$ cat config.mk
export PLATFORM = sky130hd
export DESIGN_NAME = paged_xlate
export DESIGN_NICKNAME = d
export VERILOG_FILES = /design/src/rtl/pxl_pkg.sv /design/src/rtl/pxl_victim.sv /design/src/rtl/pxl_tlb.sv /design/src/rtl/pxl_ctrl.sv /design/src/rtl/paged_xlate.sv
export SDC_FILE = /design/constraint.sdc
export NUM_CORES = 1
export LEC_CHECK = 0
export ABC_CLOCK_PERIOD_IN_PS = 5740
export BUFFER_PORTS_ARGS = -buffer_cell sky130_fd_sc_hd__buf_2
export CAP_MARGIN = 5
export CORE_MARGIN = 2
export CORE_UTILIZATION = 60
export DETAILED_ROUTE_END_ITERATION = 10
export MAX_ROUTING_LAYER = met4
export PLACE_DENSITY = 0.83
export SKIP_LAST_GASP = 1
export SYNTH_ARGS = -nofsm -noshare
export SYNTH_HDL_FRONTEND = slang
export SYNTH_HIERARCHICAL = 1
export SYNTH_SLANG_ARGS = --single-unit
$ cat constraint.sdc
create_clock -name clk -period 5.74 [get_ports clk]
set_clock_uncertainty 0.05 [all_clocks]
set_input_delay 0 -clock clk [delete_from_list [all_inputs] [get_ports clk]]
set_output_delay 0 -clock clk [all_outputs]
set_load 0.05 [all_outputs]
$ cat src/rtl/pxl_pkg.sv
package pxl_pkg;
  typedef enum logic [1:0] {
    PX_IDLE = 2'd0,
    PX_WALK = 2'd1,
    PX_DATA = 2'd2
  } px_state_e;
endpackage

$ cat src/rtl/pxl_victim.sv
module pxl_victim #(
  parameter int N     = 8,
  parameter int IDX_W = 3
) (
  input  logic [N-1:0]     valid_vec,
  input  logic [IDX_W-1:0] rr_q,
  output logic [IDX_W-1:0] vic_idx,
  output logic             any_free
);
  logic [IDX_W-1:0] free_idx;

  // lowest invalid slot wins; scan from the top so the lowest overwrites last
  always_comb begin
    any_free = 1'b0;
    free_idx = '0;
    for (int i = N - 1; i >= 0; i--) begin
      if (!valid_vec[i]) begin
        any_free = 1'b1;
        free_idx = IDX_W'(i);
      end
    end
  end

  assign vic_idx = any_free ? free_idx : rr_q;
endmodule

$ cat src/rtl/pxl_tlb.sv
module pxl_tlb #(
  parameter int N      = 8,
  parameter int PAGE_W = 4
) (
  input  logic              clk,
  input  logic              rst_n,
  input  logic              flush,
  input  logic [PAGE_W-1:0] look_page,
  output logic              look_hit,
  output logic [PAGE_W-1:0] look_frame,
  output logic [N-1:0]      hit_vec,
  output logic [N-1:0]      valid_vec,
  output logic              any_free,
  input  logic              refill_en,
  input  logic [PAGE_W-1:0] refill_page,
  input  logic [PAGE_W-1:0] refill_frame
);
  localparam int IDX_W = (N > 1) ? $clog2(N) : 1;

  logic [PAGE_W-1:0] tag_q [N];
  logic [PAGE_W-1:0] frm_q [N];
  logic [N-1:0]      vld_q;
  logic [IDX_W-1:0]  rr_q;
  logic [IDX_W-1:0]  vic_idx;

  // parallel compare of every slot
  for (genvar g = 0; g < N; g++) begin : g_cmp
    assign hit_vec[g] = vld_q[g] && (tag_q[g] == look_page);
  end

  always_comb begin
    look_frame = '0;
    for (int i = 0; i < N; i++) begin
      if (hit_vec[i]) look_frame = look_frame | frm_q[i];
    end
  end

  assign look_hit  = |hit_vec;
  assign valid_vec = vld_q;

  pxl_victim #(.N(N), .IDX_W(IDX_W)) u_victim (
    .valid_vec (vld_q),
    .rr_q      (rr_q),
    .vic_idx   (vic_idx),
    .any_free  (any_free)
  );

  always_ff @(posedge clk) begin
    if (!rst_n) begin
      vld_q <= '0;
      rr_q  <= '0;
    end else if (flush) begin
      vld_q <= '0;
    end else if (refill_en) begin
      vld_q[vic_idx] <= 1'b1;
      if (!any_free) begin
        rr_q <= (rr_q == IDX_W'(N - 1)) ? '0 : rr_q + 1'b1;
      end
    end
  end

  always_ff @(posedge clk) begin
    if (refill_en) begin
      tag_q[vic_idx] <= refill_page;
      frm_q[vic_idx] <= refill_frame;
    end
  end
endmodule

$ cat src/rtl/pxl_ctrl.sv
module pxl_ctrl
  import pxl_pkg::*;
#(
  parameter int ADDR_W = 8,
  parameter int OFF_W  = 4,
  parameter int DATA_W = 8
) (
  input  logic                     clk,
  input  logic                     rst_n,
  input  logic                     req_valid,
  input  logic                     req_we,
  input  logic [ADDR_W-1:0]        req_addr,
  input  logic [DATA_W-1:0]        req_wdata,
  input  logic [ADDR_W-1:0]        pt_base,
  input  logic                     look_hit,
  input  logic [ADDR_W-OFF_W-1:0]  look_frame,
  input  logic                     mem_ack,
  input  logic [DATA_W-1:0]        mem_rdata,
  output logic                     req_ready,
  output logic                     accept_ev,
  output logic                     in_walk,
  output logic                     walk_fault_ev,
  output logic                     refill_en,
  output logic [ADDR_W-OFF_W-1:0]  refill_page,
  output logic [ADDR_W-OFF_W-1:0]  refill_frame,
  output logic                     mem_req,
  output logic                     mem_we,
  output logic [ADDR_W-1:0]        mem_addr,
  output logic [DATA_W-1:0]        mem_wdata,
  output logic                     rsp_valid,
  output logic                     rsp_fault,
  output logic [ADDR_W-1:0]        rsp_paddr,
  output logic [DATA_W-1:0]        rsp_rdata
);
  localparam int PAGE_W = ADDR_W - OFF_W;

  function automatic logic [ADDR_W-1:0] join_phys(input logic [PAGE_W-1:0] fr,
                                                  input logic [OFF_W-1:0]  off);
    return {fr, off};
  endfunction

  function automatic logic [ADDR_W-1:0] pte_loc(input logic [ADDR_W-1:0] base,
                                                input logic [PAGE_W-1:0] pg);
    return base + ADDR_W'(pg);
  endfunction

  px_state_e          state_q;
  logic [PAGE_W-1:0]  page_q, frame_q;
  logic [OFF_W-1:0]   off_q;
  logic               we_q;
  logic [DATA_W-1:0]  wdata_q;
  logic               rsp_valid_q, rsp_fault_q;
  logic [ADDR_W-1:0]  rsp_paddr_q;
  logic [DATA_W-1:0]  rsp_rdata_q;
  logic               pte_present;
  logic [PAGE_W-1:0]  pte_frame;
  logic [ADDR_W-1:0]  data_addr;

  assign pte_present   = mem_rdata[DATA_W-1];
  assign pte_frame     = mem_rdata[PAGE_W-1:0];
  assign data_addr     = join_phys(frame_q, off_q);

  assign req_ready     = (state_q == PX_IDLE);
  assign accept_ev     = req_ready && req_valid;
  assign in_walk       = (state_q == PX_WALK);
  assign refill_en     = in_walk && mem_ack && pte_present;
  assign walk_fault_ev = in_walk && mem_ack && !pte_present;
  assign refill_page   = page_q;
  assign refill_frame  = pte_frame;

  assign mem_req   = (state_q != PX_IDLE);
  assign mem_we    = (state_q == PX_DATA) && we_q;
  assign mem_addr  = in_walk ? pte_loc(pt_base, page_q) : data_addr;
  assign mem_wdata = wdata_q;

  assign rsp_valid = rsp_valid_q;
  assign rsp_fault = rsp_fault_q;
  assign rsp_paddr = rsp_paddr_q;
  assign rsp_rdata = rsp_rdata_q;

  always_ff @(posedge clk) begin
    if (!rst_n) begin
      state_q     <= PX_IDLE;
      page_q      <= '0;
      off_q       <= '0;
      frame_q     <= '0;
      we_q        <= 1'b0;
      wdata_q     <= '0;
      rsp_valid_q <= 1'b0;
      rsp_fault_q <= 1'b0;
      rsp_paddr_q <= '0;
      rsp_rdata_q <= '0;
    end else begin
      rsp_valid_q <= 1'b0;
      unique case (state_q)
        PX_IDLE: begin
          if (req_valid) begin
            page_q  <= req_addr[ADDR_W-1:OFF_W];
            off_q   <= req_addr[OFF_W-1:0];
            we_q    <= req_we;
            wdata_q <= req_wdata;
            if (look_hit) begin
              frame_q <= look_frame;
              state_q <= PX_DATA;
            end else begin
              state_q <= PX_WALK;
            end
          end
        end
        PX_WALK: begin
          if (mem_ack) begin
            if (pte_present) begin
              frame_q <= pte_frame;
              state_q <= PX_DATA;
            end else begin
              state_q     <= PX_IDLE;
              rsp_valid_q <= 1'b1;
              rsp_fault_q <= 1'b1;
              rsp_paddr_q <= '0;
            end
          end
        end
        PX_DATA: begin
          if (mem_ack) begin
            state_q     <= PX_IDLE;
            rsp_valid_q <= 1'b1;
            rsp_fault_q <= 1'b0;
            rsp_paddr_q <= data_addr;
            rsp_rdata_q <= mem_rdata;
          end
        end
        default: state_q <= PX_IDLE;
      endcase
    end
  end
endmodule

$ cat src/rtl/paged_xlate.sv
module paged_xlate #(
  parameter int TLB_N  = 8,
  parameter int ADDR_W = 8,
  parameter int OFF_W  = 4,
  parameter int DATA_W = 8
) (
  input  logic              clk,
  input  logic              rst_n,
  input  logic              flush,
  input  logic [ADDR_W-1:0] pt_base,
  input  logic              req_valid,
  output logic              req_ready,
  input  logic              req_we,
  input  logic [ADDR_W-1:0] req_addr,
  input  logic [DATA_W-1:0] req_wdata,
  output logic              rsp_valid,
  output logic              rsp_fault,
  output logic [ADDR_W-1:0] rsp_paddr,
  output logic [DATA_W-1:0] rsp_rdata,
  output logic              mem_req,
  output logic              mem_we,
  output logic [ADDR_W-1:0] mem_addr,
  output logic [DATA_W-1:0] mem_wdata,
  input  logic              mem_ack,
  input  logic [DATA_W-1:0] mem_rdata
);
  localparam int PAGE_W = ADDR_W - OFF_W;

  logic              look_hit;
  logic [PAGE_W-1:0] look_frame;
  logic [TLB_N-1:0]  hit_vec, valid_vec;
  logic              any_free;
  logic              accept_ev, in_walk, walk_fault_ev, refill_en;
  logic [PAGE_W-1:0] refill_page, refill_frame;

  pxl_tlb #(.N(TLB_N), .PAGE_W(PAGE_W)) u_tlb (
    .clk          (clk),
    .rst_n        (rst_n),
    .flush        (flush),
    .look_page    (req_addr[ADDR_W-1:OFF_W]),
    .look_hit     (look_hit),
    .look_frame   (look_frame),
    .hit_vec      (hit_vec),
    .valid_vec    (valid_vec),
    .any_free     (any_free),
    .refill_en    (refill_en),
    .refill_page  (refill_page),
    .refill_frame (refill_frame)
  );

  pxl_ctrl #(.ADDR_W(ADDR_W), .OFF_W(OFF_W), .DATA_W(DATA_W)) u_ctrl (
    .clk           (clk),
    .rst_n         (rst_n),
    .req_valid     (req_valid),
    .req_we        (req_we),
    .req_addr      (req_addr),
    .req_wdata     (req_wdata),
    .pt_base       (pt_base),
    .look_hit      (look_hit),
    .look_frame    (look_frame),
    .mem_ack       (mem_ack),
    .mem_rdata     (mem_rdata),
    .req_ready     (req_ready),
    .accept_ev     (accept_ev),
    .in_walk       (in_walk),
    .walk_fault_ev (walk_fault_ev),
    .refill_en     (refill_en),
    .refill_page   (refill_page),
    .refill_frame  (refill_frame),
    .mem_req       (mem_req),
    .mem_we        (mem_we),
    .mem_addr      (mem_addr),
    .mem_wdata     (mem_wdata),
    .rsp_valid     (rsp_valid),
    .rsp_fault     (rsp_fault),
    .rsp_paddr     (rsp_paddr),
    .rsp_rdata     (rsp_rdata)
  );
endmodule

### Word-level counts from Yosys, hierarchy flattened

Memory sizes are Yosys's and may differ from the RTL's.
Cells that the tools add are included.

* register bits after elaboration: 52
* bits in writable memories: 64
* input port bits: 38
* word-level logic and storage cells: 124
* memories: 2

Memory list
* u_tlb.frm_q: words 8, width 4, rd ports 8, clocked after memory_dff 0, wr ports 1, RTL line pxl_tlb.sv:21 `logic [PAGE_W-1:0] frm_q [N];`
* u_tlb.tag_q: words 8, width 4, rd ports 8, clocked after memory_dff 0, wr ports 1, RTL line pxl_tlb.sv:20 `logic [PAGE_W-1:0] tag_q [N];`

* add/subtract/negate cells: 2
* magnitude comparators: 2
* equality and inequality tests: 17
* mux-type cells: 54
* bitwise logic cells: 11
* reduce and logical (&&, ||, !) cells: 24

Operators by type and width (number)
* 2-to-1 mux 4 bit: 12
* equality test 4 bit: 8
* 2-to-1 mux 8 bit: 4
* 2-to-1 mux 3 bit: 10
* bitwise OR 4 bit: 7
* 2-to-1 mux 1 bit: 17
* one-hot mux 8 bit (2 select lines): 1
* logical AND 1 bit: 12
* 2-to-1 mux 2 bit: 5
* inequality test 2 bit, second input constant: 5
* adder 8 x 4 -> 8 bit: 1
* bitwise OR 8 bit: 1
* one-hot mux 4 bit (2 select lines): 1
* OR reduction 8 bit: 1
* one-hot mux 2 bit (3 select lines): 1
* AND reduction 3 bit: 2
* nonzero test 2 bit: 3
* AND reduction 5 bit: 1
* < comparator 3 x 4 -> 1 bit, second input constant: 1
* one-hot mux 1 bit (2 select lines): 2
* AND reduction 2 bit: 2
* AND reduction 4 bit: 1
* adder 3 x 1 -> 3 bit, second input constant: 1
* demux 1 bit (select 3 bit): 1
* 8 further kinds: 10

### Longest topological paths before layout

* word-level depth: 20
* gate-level depth with buffers: 10
* mapped depth without buffers: 9

### Modules after synthesis

Netlist, hierarchy kept.

By module, submodules not included
* pxl_tlb: times used 1, cells an instance 210, area an instance 3090.5 µm², seq. area each 2142.1 µm²
* pxl_ctrl: times used 1, cells an instance 234, area an instance 1955.6 µm², seq. area each 820.8 µm²
* pxl_victim: times used 1, cells an instance 17, area an instance 85.1 µm², seq. area each 0.0 µm²

### Least setup slack after synthesis

Ideal clock, no wire load.

* kind: flip-flop to output port
* start: register u_ctrl.page_q[2] (netlist: u_ctrl/refill_page[2])
* end: output mem_addr[5]
* data arrival time: 2.771 ns
* data required time: 5.690 ns
* path slack: 2.919 ns
* cell stages (with the launch flop): 5
* buffers on the path: 0
* cell sequence: dfxtp_1 > ha_1 > a211o_1 > o211ai_2 > o311ai_0

* word-level cells in the longest chain between the ends: 2

RTL lines
* start, declared: RTL line pxl_ctrl.sv:48 `logic [PAGE_W-1:0] page_q, frame_q;`
* start signal, assigned: RTL line pxl_ctrl.sv:98 `page_q <= req_addr[ADDR_W-1:OFF_W];`
* adder 8 x 4 -> 8 bit: RTL line pxl_ctrl.sv:44 `return base + ADDR_W'(pg);`
* 2-to-1 mux 8 bit: RTL line pxl_ctrl.sv:73 `assign mem_addr = in_walk ? pte_loc(pt_base, page_q) : data_addr;`
* end, declared: RTL line paged_xlate.sv:22 `output logic [ADDR_W-1:0] mem_addr,`

No other way between the ends.

### Worst setup path in the final report

* start: register u_ctrl.state_q[1]
* end: memory u_tlb.tag_q[0][1] (enable)

* word-level cells in the longest chain between the ends: 5

RTL lines
* start, declared: RTL line pxl_ctrl.sv:47 `px_state_e state_q;`
* start signal, assigned: RTL line pxl_ctrl.sv:83 `state_q <= PX_IDLE;`
* start signal, assigned: RTL line pxl_ctrl.sv:104 `state_q <= PX_DATA;`
* start signal, assigned: RTL line pxl_ctrl.sv:106 `state_q <= PX_WALK;`
* equality test 2 x 1 -> 1 bit: RTL line pxl_ctrl.sv:65 `assign in_walk = (state_q == PX_WALK);`
* via in_walk: RTL line paged_xlate.sv:33 `logic accept_ev, in_walk, walk_fault_ev, refill_en;`
* logical AND 1 bit (2 in a row): RTL line pxl_ctrl.sv:66 `assign refill_en = in_walk && mem_ack && pte_present;`
* via refill_en: RTL line paged_xlate.sv:33
* 2-to-1 mux 1 bit: RTL line pxl_tlb.sv:63 `if (refill_en) begin`
* 2-to-1 mux 1 bit (not written as such): RTL line pxl_tlb.sv:64 `tag_q[vic_idx] <= refill_page;`
* end, declared: RTL line pxl_tlb.sv:20

The timed path passes the listed nets, and every way through them passes these cells.

==> flow_summary.ini <==
[status]
result_of_the_run = complete, no violations

[cells_and_area]
nets = 622
layout-drive-gt1-share = 0.206
final_core_util = 0.786
layout-area-overhead-vs-synth_pct = 26.7
non_filler_instance_count_after_layout = 692
post-route-cell-area_um2 = 6490
n_antenna_cell = 0
final_cell_mix = 74 x buf_2, 68 x nand2_1, 64 x edfxtp_1
mostFrequentLayoutCell = buf_2

[yosys]
avgSynthCellArea_um2 = 11.2
synth.net_count = 507
syn-cell-area_um2 = 5120
cells_after_synth = 459
ys_warn_count = 6

[detailed_routing]
vias_per_cell = 6.45
drt_first_iter_violations = 727
antenna_left = 0
drc_errors = 0
routed_wirelength_um = 16000
post_drt_wl_per_cell_um = 23.1
vias = 4463
first_pass_iters = 6

[critical_path]
worst-r2r-setup-slack_ps = 2390
critical_path.startpoint_type = flip-flop
rr_startpoint = u_ctrl/state_q[1]$_SDFFE_PN0P_
ff2ff_path_depth = 5
crit_arrival_ps = 3430
worst-endpoint-required_ps = 5810
critPathCaptureType = flip-flop
r2r_end = u_tlb/tag_q[0][1]$_DFFE_PP_
startpoint = u_ctrl/state_q[1]$_SDFFE_PN0P_
path_class = reg2reg
critical_path.max_fanout = 23

[global_routing]
grt_max_degree = 29
grt_overflow_total = 0
grt_antenna_before_repair = 0
grt_pass1_vias = 4391
track_usage = 0.369
grt_first_pass_wirelength_um = 23900

[timing]
tightest_slew_ps = 1290
fraction_of_the_cycle_the_final_worst_path_needs = 0.584
timing.final.setup_violations = 0
finalMaxSlewViolations = 0
max_clock_freq_mhz = 298
grt_setup_unrepaired = no
finalSetupTns_ps = 0
maxSlewHeadroom = 0.136
timing_hold_violations_final = 0
final_period_minus_worst_setup_slack_ps = 3350

[placement]
placedCellCount = 621
placement.io_buffers = 74
detailed_place.area_um2 = 5500
hpwl_um = 8190
place.gp.congestion = 0.886

[worst_hold_path]
timing.hold.worst.class = in2reg
whs_path_depth = 4
hold-path-endpoint = u_ctrl/mem_wdata[5]$_SDFFE_PN0P_
holdCritStartpoint = req_wdata[5]

[job]
cap_violations = 0

[cts]
ctsRootBufferMaster = clkbuf_8
cts-buffers-inserted = 17
source_to_sink_clock_delay_at_the_later_pin_of_the_worst_skew_pair_ps = 510
cts_htree_levels = 4
cts_num_sinks = 116
clock_slew_at_reported_path_ffs_ps = 50
tritoncts_clock_tree = built
max-clock-path-buffers = 2

[die]
design.portCount = 75
core-area_um2 = 8260
floorplan.rows = 33
floorplan.die_area_um2 = 9290
dieWidth_um = 96.4
chipHeight_um = 96.4
floorplan.initialDensity = 0.620

[power_and_ir_drop]
irDropWorstVdd_v = 0.000390
p_per_area_nw_per_um2 = 437
power.static_leakage_nw = 2.55
worst max path at each step:
| stage | end | slack (ps) | cells past startpoint |
|---|---|---|---|
| after detailed placement | u_tlb/frm_q[0][2]$_DFFE_PP_ | 2710 | 5 |
| after global placement | u_tlb/tag_q[0][0]$_DFFE_PP_ | 2840 | 5 |
| after floorplan | mem_addr[5] | 2920 | 4 |
| after CTS | u_tlb/tag_q[0][1]$_DFFE_PP_ | 2670 | 5 |
| after global routing | u_tlb/tag_q[0][1]$_DFFE_PP_ | 2220 | 5 |
| final | u_tlb/tag_q[0][1]$_DFFE_PP_ | 2390 | 5 |
stage by stage:
step	total power [mW]	setup WS, ps	hold slack, ps
2_1_floorplan	1.53	2920	78.2
3_3_place_gp	1.67	2840	191
5_1_grt	2.91	2220	240
4_1_cts	2.77	2670	219
3_5_place_dp	1.68	2710	198
6_report	2.84	2390	226
where the power goes:
group,switching [mW],internal (mW),leakage (nW)
registers,0.0684,0.943,1.01
clock network,0.363,0.709,0.287
logic,0.543,0.212,1.26
total,0.974,1.86,2.55
routing by layer:
metal,global-route usage,wire length (um),vias up,part of all wire
met1,0.442,5720,2074,0.36
met3,0.0970,1550,109,0.097
li1,-,-,1887,-
met2,0.587,7870,393,0.49
met5,-,0,-,0
met4,0.174,826,0,0.052
area by class of cell:
class	count	area, um2
clock buffer	20	435
clock inverter	12	161
fill	436	1770
inverter	23	88.8
multi-input combinational	303	1950
sequential	116	2960
tap	105	131
timing repair buffer	113	761
repair_timing:
action	in CTS	in global routing
endpoints found under the hold margin	75	0
gates resized for setup	0	0
hold buffers	39	0
buffers inserted	0	0
worst max-delay path: stages (launching register included):
cell      delay [ps]
dfxtp_1          320
inv_1            130
ha_1             850
and3_1           430
nand2b_1         180
nor3_1          1010
registers in the layout, summed over array words and instances, names as in the netlist:
name                flops
u_tlb/valid_vec         8
u_ctrl/frame_q          4
u_ctrl/refill_page      4
u_ctrl/off_q            4
u_ctrl/rsp_valid        1
u_tlb/rr_q              3
u_ctrl/mem_wdata        8
u_ctrl/rsp_fault        1
u_ctrl/state_q          2
u_ctrl/rsp_paddr        8
u_tlb/frm_q            32
u_tlb/tag_q            32
u_ctrl/rsp_rdata        8
u_ctrl/we_q             1
No activity file was read; power rests on OpenSTA's default activity.
